`src/rtl/dma_seq_pkg.sv`:
```
package dma_seq_pkg;
  typedef enum logic [1:0] {ST_IDLE, ST_ISSUE, ST_READ, ST_WRITE} seq_state_t;

  localparam logic [2:0] CODE_DONE   = 3'd0;
  localparam logic [2:0] CODE_OVF    = 3'd1;
  localparam logic [2:0] CODE_STOP   = 3'd2;
  localparam logic [2:0] CODE_SRCERR = 3'd3;
  localparam logic [2:0] CODE_DSTERR = 3'd4;

  localparam int CB_RUN    = 31;
  localparam int CB_FIXDST = 24;
  localparam int CB_RLDCNT = 23;
  localparam int CB_RLDSRC = 22;
  localparam int CB_RLDDST = 21;
  localparam int CB_ERRIE  = 20;
  localparam int CB_DONEIE = 19;

  localparam logic [2:0] SEL_SRC  = 3'd0;
  localparam logic [2:0] SEL_DST  = 3'd1;
  localparam logic [2:0] SEL_BLK  = 3'd2;
  localparam logic [2:0] SEL_XFR  = 3'd3;
  localparam logic [2:0] SEL_CTRL = 3'd4;
  localparam logic [2:0] SEL_CLR  = 3'd5;
endpackage

```
`src/rtl/dma_seq_addr.sv`:
```
module dma_seq_addr #(
  parameter int AW   = 16,
  parameter int STEP = 4
) (
  input  logic          clk,
  input  logic          rst,
  input  logic          load,
  input  logic [AW-1:0] load_val,
  input  logic          advance,
  input  logic          hold,
  input  logic          restore,
  output logic [AW-1:0] addr,
  output logic          wrap
);
  localparam logic [AW:0] STEP_W = (AW+1)'(STEP);

  logic [AW-1:0] cur_q;
  logic [AW-1:0] start_q;
  logic [AW:0]   sum;

  assign sum  = {1'b0, cur_q} + STEP_W;
  assign wrap = sum[AW] & ~hold;
  assign addr = cur_q;

  always_ff @(posedge clk) begin
    if (rst) begin
      cur_q   <= '0;
      start_q <= '0;
    end else if (load) begin
      cur_q   <= load_val;
      start_q <= load_val;
    end else if (restore) begin
      cur_q <= start_q;
    end else if (advance && !hold) begin
      cur_q <= sum[AW-1:0];
    end
  end
endmodule

```
`src/rtl/dma_seq_count.sv`:
```
module dma_seq_count #(
  parameter int CW = 8
) (
  input  logic          clk,
  input  logic          rst,
  input  logic          load_blk,
  input  logic          load_xfr,
  input  logic [CW-1:0] load_val,
  input  logic          beat,
  input  logic          restore,
  output logic [CW-1:0] blk,
  output logic [CW-1:0] xfr,
  output logic          empty,
  output logic          last
);
  localparam logic [CW-1:0] ONE = CW'(1);

  logic [CW-1:0] blk_q, xfr_q, blk_start_q, xfr_start_q;

  assign blk   = blk_q;
  assign xfr   = xfr_q;
  assign empty = (blk_q == '0) || (xfr_q == '0);
  assign last  = (blk_q == ONE) && (xfr_q == ONE);

  always_ff @(posedge clk) begin
    if (rst) begin
      blk_q       <= '0;
      xfr_q       <= '0;
      blk_start_q <= '0;
      xfr_start_q <= '0;
    end else begin
      if (load_blk) begin
        blk_q       <= load_val;
        blk_start_q <= load_val;
      end
      if (load_xfr) begin
        xfr_q       <= load_val;
        xfr_start_q <= load_val;
      end
      if (restore) begin
        blk_q <= blk_start_q;
        xfr_q <= xfr_start_q;
      end else if (beat) begin
        if (xfr_q == ONE) begin
          if (blk_q == ONE) begin
            blk_q <= '0;
            xfr_q <= '0;
          end else begin
            blk_q <= blk_q - ONE;
            xfr_q <= xfr_start_q;
          end
        end else begin
          xfr_q <= xfr_q - ONE;
        end
      end
    end
  end
endmodule

```
`src/rtl/dma_seq_chan.sv`:
```
module dma_seq_chan
  import dma_seq_pkg::*;
#(
  parameter int AW   = 16,
  parameter int DW   = 32,
  parameter int CW   = 8,
  parameter int STEP = 4
) (
  input  logic          clk,
  input  logic          rst,
  input  logic          cfg_we,
  input  logic [2:0]    cfg_sel,
  input  logic [31:0]   cfg_wdata,
  input  logic          stop_req,
  output logic          mem_req,
  output logic          mem_we,
  output logic [AW-1:0] mem_addr,
  output logic [DW-1:0] mem_wdata,
  input  logic [DW-1:0] mem_rdata,
  input  logic          mem_ack,
  input  logic          mem_err,
  output logic          busy,
  output logic [AW-1:0] src_addr,
  output logic [AW-1:0] dst_addr,
  output logic [CW-1:0] blk_cnt,
  output logic [CW-1:0] xfr_cnt,
  output logic          stat_valid,
  output logic [2:0]    stat_code,
  output logic          irq
);
  seq_state_t    st_q;
  logic          run_q, fd_q, rc_q, rs_q, rd_q, ei_q, ci_q;
  logic          sv_q, irq_q, req_q, we_q;
  logic [2:0]    code_q;
  logic [AW-1:0] maddr_q;
  logic [DW-1:0] wdata_q;

  logic idle, finish, issue, step;
  logic [2:0] fin_code;
  logic src_wrap, dst_wrap, cnt_empty, cnt_last;
  logic ld_src, ld_dst, ld_blk, ld_xfr;
  logic unused_cfg;

  assign unused_cfg = ^cfg_wdata;
  assign idle   = (st_q == ST_IDLE);
  assign ld_src = cfg_we && idle && (cfg_sel == SEL_SRC);
  assign ld_dst = cfg_we && idle && (cfg_sel == SEL_DST);
  assign ld_blk = cfg_we && idle && (cfg_sel == SEL_BLK);
  assign ld_xfr = cfg_we && idle && (cfg_sel == SEL_XFR);
  assign step   = (st_q == ST_WRITE) && mem_ack && !mem_err;

  always_comb begin
    finish   = 1'b0;
    fin_code = CODE_DONE;
    issue    = 1'b0;
    unique case (st_q)
      ST_ISSUE: begin
        if (stop_req || !run_q) begin
          finish = 1'b1; fin_code = CODE_STOP;
        end else if (cnt_empty) begin
          finish = 1'b1; fin_code = CODE_DONE;
        end else if (src_wrap || dst_wrap) begin
          finish = 1'b1; fin_code = CODE_OVF;
        end else begin
          issue = 1'b1;
        end
      end
      ST_READ: begin
        if (mem_ack && mem_err) begin
          finish = 1'b1; fin_code = CODE_SRCERR;
        end
      end
      ST_WRITE: begin
        if (mem_ack && mem_err) begin
          finish = 1'b1; fin_code = CODE_DSTERR;
        end else if (mem_ack && cnt_last) begin
          finish = 1'b1; fin_code = CODE_DONE;
        end
      end
      default: ;
    endcase
  end

  dma_seq_addr #(.AW(AW), .STEP(STEP)) u_src (
    .clk(clk), .rst(rst), .load(ld_src), .load_val(cfg_wdata[AW-1:0]),
    .advance(step), .hold(1'b0), .restore(finish && rs_q),
    .addr(src_addr), .wrap(src_wrap)
  );

  dma_seq_addr #(.AW(AW), .STEP(STEP)) u_dst (
    .clk(clk), .rst(rst), .load(ld_dst), .load_val(cfg_wdata[AW-1:0]),
    .advance(step), .hold(fd_q), .restore(finish && rd_q),
    .addr(dst_addr), .wrap(dst_wrap)
  );

  dma_seq_count #(.CW(CW)) u_cnt (
    .clk(clk), .rst(rst), .load_blk(ld_blk), .load_xfr(ld_xfr),
    .load_val(cfg_wdata[CW-1:0]), .beat(step), .restore(finish && rc_q),
    .blk(blk_cnt), .xfr(xfr_cnt), .empty(cnt_empty), .last(cnt_last)
  );

  always_ff @(posedge clk) begin
    if (rst) begin
      st_q    <= ST_IDLE;
      run_q   <= 1'b0;
      fd_q    <= 1'b0;
      rc_q    <= 1'b0;
      rs_q    <= 1'b0;
      rd_q    <= 1'b0;
      ei_q    <= 1'b0;
      ci_q    <= 1'b0;
      sv_q    <= 1'b0;
      irq_q   <= 1'b0;
      code_q  <= CODE_DONE;
      req_q   <= 1'b0;
      we_q    <= 1'b0;
      maddr_q <= '0;
      wdata_q <= '0;
    end else begin
      if (cfg_we && cfg_sel == SEL_CLR) begin
        sv_q  <= 1'b0;
        irq_q <= 1'b0;
      end
      if (cfg_we && cfg_sel == SEL_CTRL) begin
        run_q <= cfg_wdata[CB_RUN];
        if (idle) begin
          fd_q <= cfg_wdata[CB_FIXDST];
          rc_q <= cfg_wdata[CB_RLDCNT];
          rs_q <= cfg_wdata[CB_RLDSRC];
          rd_q <= cfg_wdata[CB_RLDDST];
          ei_q <= cfg_wdata[CB_ERRIE];
          ci_q <= cfg_wdata[CB_DONEIE];
          if (cfg_wdata[CB_RUN]) begin
            st_q  <= ST_ISSUE;
            sv_q  <= 1'b0;
            irq_q <= 1'b0;
          end
        end
      end
      if (issue) begin
        req_q   <= 1'b1;
        we_q    <= 1'b0;
        maddr_q <= src_addr;
        st_q    <= ST_READ;
      end
      if (st_q == ST_READ && mem_ack && !mem_err) begin
        wdata_q <= mem_rdata;
        we_q    <= 1'b1;
        maddr_q <= dst_addr;
        st_q    <= ST_WRITE;
      end
      if (step && !cnt_last) begin
        req_q <= 1'b0;
        we_q  <= 1'b0;
        st_q  <= ST_ISSUE;
      end
      if (finish) begin
        st_q   <= ST_IDLE;
        req_q  <= 1'b0;
        we_q   <= 1'b0;
        run_q  <= 1'b0;
        sv_q   <= 1'b1;
        code_q <= fin_code;
        irq_q  <= (fin_code == CODE_DONE) ? ci_q : ei_q;
      end
    end
  end

  assign busy       = !idle;
  assign mem_req    = req_q;
  assign mem_we     = we_q;
  assign mem_addr   = maddr_q;
  assign mem_wdata  = wdata_q;
  assign stat_valid = sv_q;
  assign stat_code  = code_q;
  assign irq        = irq_q;
endmodule

```
`config.mk`:
```
export PLATFORM = sky130hd
export DESIGN_NAME = dma_seq_chan
export DESIGN_NICKNAME = d
export VERILOG_FILES = /design/src/rtl/dma_seq_pkg.sv /design/src/rtl/dma_seq_addr.sv /design/src/rtl/dma_seq_count.sv /design/src/rtl/dma_seq_chan.sv
export SDC_FILE = /design/constraint.sdc
export NUM_CORES = 1
export LEC_CHECK = 0
export BUFFER_PORTS_ARGS = -buffer_cell sky130_fd_sc_hd__buf_2
export CORE_MARGIN = 2
export CORE_UTILIZATION = 55
export CTS_BUF_LIST = sky130_fd_sc_hd__clkbuf_2 sky130_fd_sc_hd__clkbuf_4 sky130_fd_sc_hd__clkbuf_8
export CTS_CLUSTER_DIAMETER = 30
export DETAILED_ROUTE_END_ITERATION = 8
export GPL_TIMING_DRIVEN = 0
export PLACE_DENSITY = 0.81
export REMOVE_ABC_BUFFERS = 1
export SLEW_MARGIN = 20
export SYNTH_ARGS = -nofsm -noshare
export SYNTH_HDL_FRONTEND = slang
export SYNTH_HIERARCHICAL = 1
export SYNTH_SLANG_ARGS = --single-unit
```
`constraint.sdc`:
```
create_clock -name clk -period 4.27 [get_ports clk]
set_clock_uncertainty 0.05 [all_clocks]
set_input_delay 0.2135 -clock clk [delete_from_list [all_inputs] [get_ports clk]]
set_output_delay 0.2135 -clock clk [all_outputs]
set_load 0.02 [all_outputs]
```
==> reports/qor.log <==
INFO  cts            cts.repair_timing.setup_buffer_count=0
INFO  logic_synthesis synth_enable_flop_cells=0
INFO  logic_synthesis synthMuxAreaShare=7.127%
INFO  cts            tritoncts_clock_tree=yes
INFO  setup_path     crit_path_frequent_cell=sky130_fd_sc_hd__nand2_1
INFO  detailed_routing drt_pre_antenna_iters=9
INFO  setup_path     crit_fanout=23
INFO  grt            first_pass_grt_wire_length=33470um
INFO  final_layout   filler_cell_count=1139
INFO  run            drv_cap=0
INFO  logic_synthesis ys.warnings.count=6
INFO  setup_path     delay_of_the_slowest_critical_path_stage=550ps
INFO  cts            cts-root-buf=sky130_fd_sc_hd__clkbuf_8
INFO  setup_path     slowest_stage_cell_cp=sky130_fd_sc_hd__or3b_1
INFO  detailed_routing drc_viols=1
INFO  grt            grt_max_degree=109
INFO  grt            grt_antenna_before_repair=0
INFO  run_status     run_status=finished with violations
INFO  logic_synthesis synth-xor-area-share=0.6623%
INFO  run_status     violated_checks=design-rule violations
INFO  logic_synthesis yosysTopAreaCellShare=40.37%
INFO  timing         hold_viol=0
INFO  hold_path      worst_hold_startpoint=cfg_wdata[9]
INFO  placement      numPortBuffers=167
INFO  detailed_routing routed_wl=21450um
INFO  setup_path     timing.setup.critical_path_class=flop to flop
INFO  placement      finalWeightedCongestion=0.8975
INFO  detailed_routing dr_total_vias=7774
INFO  final_layout   layout-drive-gt1-share=23.35%
INFO  floorplanning  ios=177
INFO  logic_synthesis syn_area_per_cell=8.370um2
INFO  floorplanning  fp.dieW=124.1um
INFO  logic_synthesis synthArstFlopShare=0%
INFO  final_layout   multi_input_comb_area=0.004458mm2
INFO  logic_synthesis synth_adder_area_share=1.104%
INFO  logic_synthesis yosys.area.top_type=sky130_fd_sc_hd__dfxtp_1
INFO  power          vdd_ir_drop_max=0.1947mV
INFO  logic_synthesis synth_area_leaders=sky130_fd_sc_hd__dfxtp_1 40%, sky130_fd_sc_hd__nand2_1 7.2%, sky130_fd_sc_hd__mux2i_1 6.6%, sky130_fd_sc_hd__a21oi_1 5.6%, sky130_fd_sc_hd__nor2_1 5.0%
INFO  final_layout   fin_area=0.009722mm2
INFO  grt            via_count_of_the_first_global_routing_pass=7012
INFO  logic_synthesis netlist-cell-type-count=82
INFO  floorplanning  die_height=124.1um
INFO  setup_path     crit_chain=inv_1 > ha_1 > nor3b_1 > nand2_1 > o21ai_0 > or3b_1 > o31ai_4 > nand2_1 > and2_2 > nor2_2 > nand2_1 > a311oi_1 > nor4_1
INFO  grt            grt_usage=27.25%
INFO  timing         timing.fmax=0.2511GHz
INFO  detailed_routing wl_per_cell=16.26um
INFO  hold_path      hold_path_class=input pin to flop
INFO  power          p_leak=3.694nW
INFO  setup_path     critical_path.reg2reg.startpoint=u_cnt/blk[0]
INFO  final_layout   diodes=0
INFO  detailed_routing viasPerCell=5.894
INFO  floorplanning  dieArea=0.01540mm2
INFO  placement      detailedPlacementHpwl=14370um
INFO  timing         final.period_utilization=93.27%
INFO  final_layout   seqCellArea=0.003203mm2
INFO  cts            cts-htree-levels=4
INFO  timing         setup_viol=0
INFO  timing         timing.max_slew.rel_slack=41.76%
INFO  setup_path     element_type_at_the_critical_path_end=flop
INFO  timing         tightest_slew=872.6ps
INFO  final_layout   finalNetCount=1206
INFO  grt            overflow=0
INFO  final_layout   area.growth.synth_to_final=22.52%
INFO  logic_synthesis ys_seq_elements=160
INFO  logic_synthesis synth-main-ff-cell=sky130_fd_sc_hd__dfxtp_1
INFO  cts            clock_insertion_delay_worst_skew=450ps
INFO  detailed_routing drt.antenna.violating_nets=0
INFO  logic_synthesis synth_simple_gate_area_share=23.54%
INFO  cts            cts.reportedPaths.clkPinSlew=80ps
INFO  timing         setup_repair_after_global_routing_missed_its_margin=no
INFO  setup_path     worst_setup_path_startpoint=u_cnt/blk[0]
INFO  placement      placed_area=0.008936mm2
INFO  floorplanning  core_area=0.01399mm2
INFO  setup_path     cp-start-kind=flop
INFO  setup_path     worst-endpoint-required=4550ps
INFO  cts            numClockSinks=160
INFO  timing         timing.final.max_slew_violations=0
INFO  logic_synthesis main_combinational_cell_family_by_area_after_synthesis=simple AND/OR/NAND/NOR gates
INFO  power          power=2.774mW
INFO  cts            cts_buffers=17
INFO  timing         final_period_minus_worst_setup_slack=3982ps
INFO  power          ratio_of_total_power_to_cell_area=285.4mW/mm2
INFO  cts            clockBufferDepth=2
INFO  logic_synthesis synth_compound_area_share=22.45%
INFO  detailed_routing detailedRoute.firstIterationViolations=710
INFO  floorplanning  initial_core_util=56.73%
INFO  logic_synthesis synth_sequential_area_ratio=40.37%
INFO  floorplanning  floorplan.rows=43
INFO  setup_path     worst_ep_arrival_time=4260ps
INFO  logic_synthesis postSynthCellCount=948
INFO  logic_synthesis netlist_area=0.007935mm2
[registers in the layout (all words and copies together), names as in the netlist]
name               count
ci_q                   1
ei_q                   1
fd_q                   1
irq                    1
mem_addr              16
mem_req                1
mem_wdata             32
mem_we                 1
rc_q                   1
rd_q                   1
rs_q                   1
run_q                  1
st_q                   2
stat_code              3
stat_valid             1
u_cnt/blk              8
u_cnt/blk_start_q      8
u_cnt/xfr              8
u_cnt/xfr_start_q      8
u_dst/addr            16
u_dst/start_q         16
u_src/addr            16
u_src/start_q         16
[path summary, 6_finish.rpt]
kind / cells after the start / slack, ps / end
max: 13 / 290 / u_dst/addr[11]
min reg2reg: 2 / 400 / mem_wdata[17]
max reg2reg: 13 / 290 / u_dst/addr[11]
min: 3 / 40 / u_dst/start_q[9]
[synthesized netlist by cell type (13+ instances only)]
cell type                  number
sky130_fd_sc_hd__a211oi_1      15
sky130_fd_sc_hd__a21oi_1       89
sky130_fd_sc_hd__a311oi_2      14
sky130_fd_sc_hd__buf_2         16
sky130_fd_sc_hd__clkbuf_1      35
sky130_fd_sc_hd__dfxtp_1      160
sky130_fd_sc_hd__inv_1         24
sky130_fd_sc_hd__mux2i_1       52
sky130_fd_sc_hd__nand2_1      152
sky130_fd_sc_hd__nand2b_1      22
sky130_fd_sc_hd__nand3_1       13
sky130_fd_sc_hd__nor2_1       105
sky130_fd_sc_hd__nor2b_1       14
sky130_fd_sc_hd__nor3_1        16
sky130_fd_sc_hd__nor4_1        21
sky130_fd_sc_hd__o21ai_0       30
[layout make-up]
type | instances | share of cell area [%]
Clock inverter | 10 | 0.6564
Tap cell | 180 | 2.317
Inverter | 25 | 0.9653
Multi-Input combinational cell | 705 | 45.86
Sequential cell | 160 | 32.95
Timing Repair Buffer | 217 | 14.34
Clock buffer | 22 | 2.921
[timing repair]
action,CTS,global route
hold buffers,40,0
endpoints found under the hold margin,40,0
resized for setup,3,5
setup endpoints to repair,29,29
[logic make-up (layout without fill, tap and decap cells)]
kind of cell               after synthesis  count (layout)
and+or+nand+nor                        391             391
DFF                                    160             160
muxes                                   56              56
AOI/OAI and AO/OA                      242             242
xor gates and xnor gates                 6               6
adders and majority gates                7               7
buffers and inverters                   85             274
other                                    1               3
[critical path: cells and delay by family, from the launching register on]
family / cells / cell delay [ps]
fa+ha+maj: 1 / 230
buf+inv: 1 / 90
compound gates: 3 / 790
flops: 1 / 400
simple gates: 8 / 2270
[cell usage in the layout, fill, tap and decap left out, types with 7 or more instances in the layout]
master,count
sky130_fd_sc_hd__a211oi_1,15
sky130_fd_sc_hd__buf_2,166
sky130_fd_sc_hd__nor2_1,98
sky130_fd_sc_hd__nor4_1,21
sky130_fd_sc_hd__ha_1,7
sky130_fd_sc_hd__mux2i_1,52
sky130_fd_sc_hd__a21oi_1,89
sky130_fd_sc_hd__dlygate4sd3_1,40
sky130_fd_sc_hd__nor3_1,15
sky130_fd_sc_hd__a22o_1,8
sky130_fd_sc_hd__nor2b_1,14
sky130_fd_sc_hd__o21ai_0,30
sky130_fd_sc_hd__a311oi_2,14
sky130_fd_sc_hd__nand2b_1,22
sky130_fd_sc_hd__nand2_1,152
sky130_fd_sc_hd__clkbuf_8,19
sky130_fd_sc_hd__nand3_1,13
sky130_fd_sc_hd__dfxtp_1,160
sky130_fd_sc_hd__a221oi_1,8
sky130_fd_sc_hd__inv_1,24
[per-layer routing]
layer / vias up / global-route usage (%) / share of wire, %
met3: 29 / 5.632 / 7.7
met4: 0 / 9.270 / 1.7
met5: - / 0 / 0
li1: 3778 / - / -
met2: 304 / 45.12 / 47
met1: 3663 / 35.35 / 44
[metrics by stage]
stage          hold WS (ps)  instances  TNS, ps  util, %  setup slack [ps]
4_1_cts               17.81       1319        0    69.26             145.1
3_5_place_dp          393.2       1247    -1210    63.88            -184.9
2_1_floorplan         229.7        890        0        -             34.58
6_report              36.48       1319        0    69.50             287.5
3_3_place_gp          388.4       1237   -95810    62.37             -1402
5_1_grt               43.25       1319        0    69.50             12.69
[where the power goes]
group	switching (mW)	total (mW)	internal [mW]	leakage, nW
logic	0.138	0.247	0.109	2.23
registers	0.0200	1.53	1.51	1.29
clock network	0.551	0.997	0.447	0.175
Note: power is estimated with default switching activity, not from simulation.
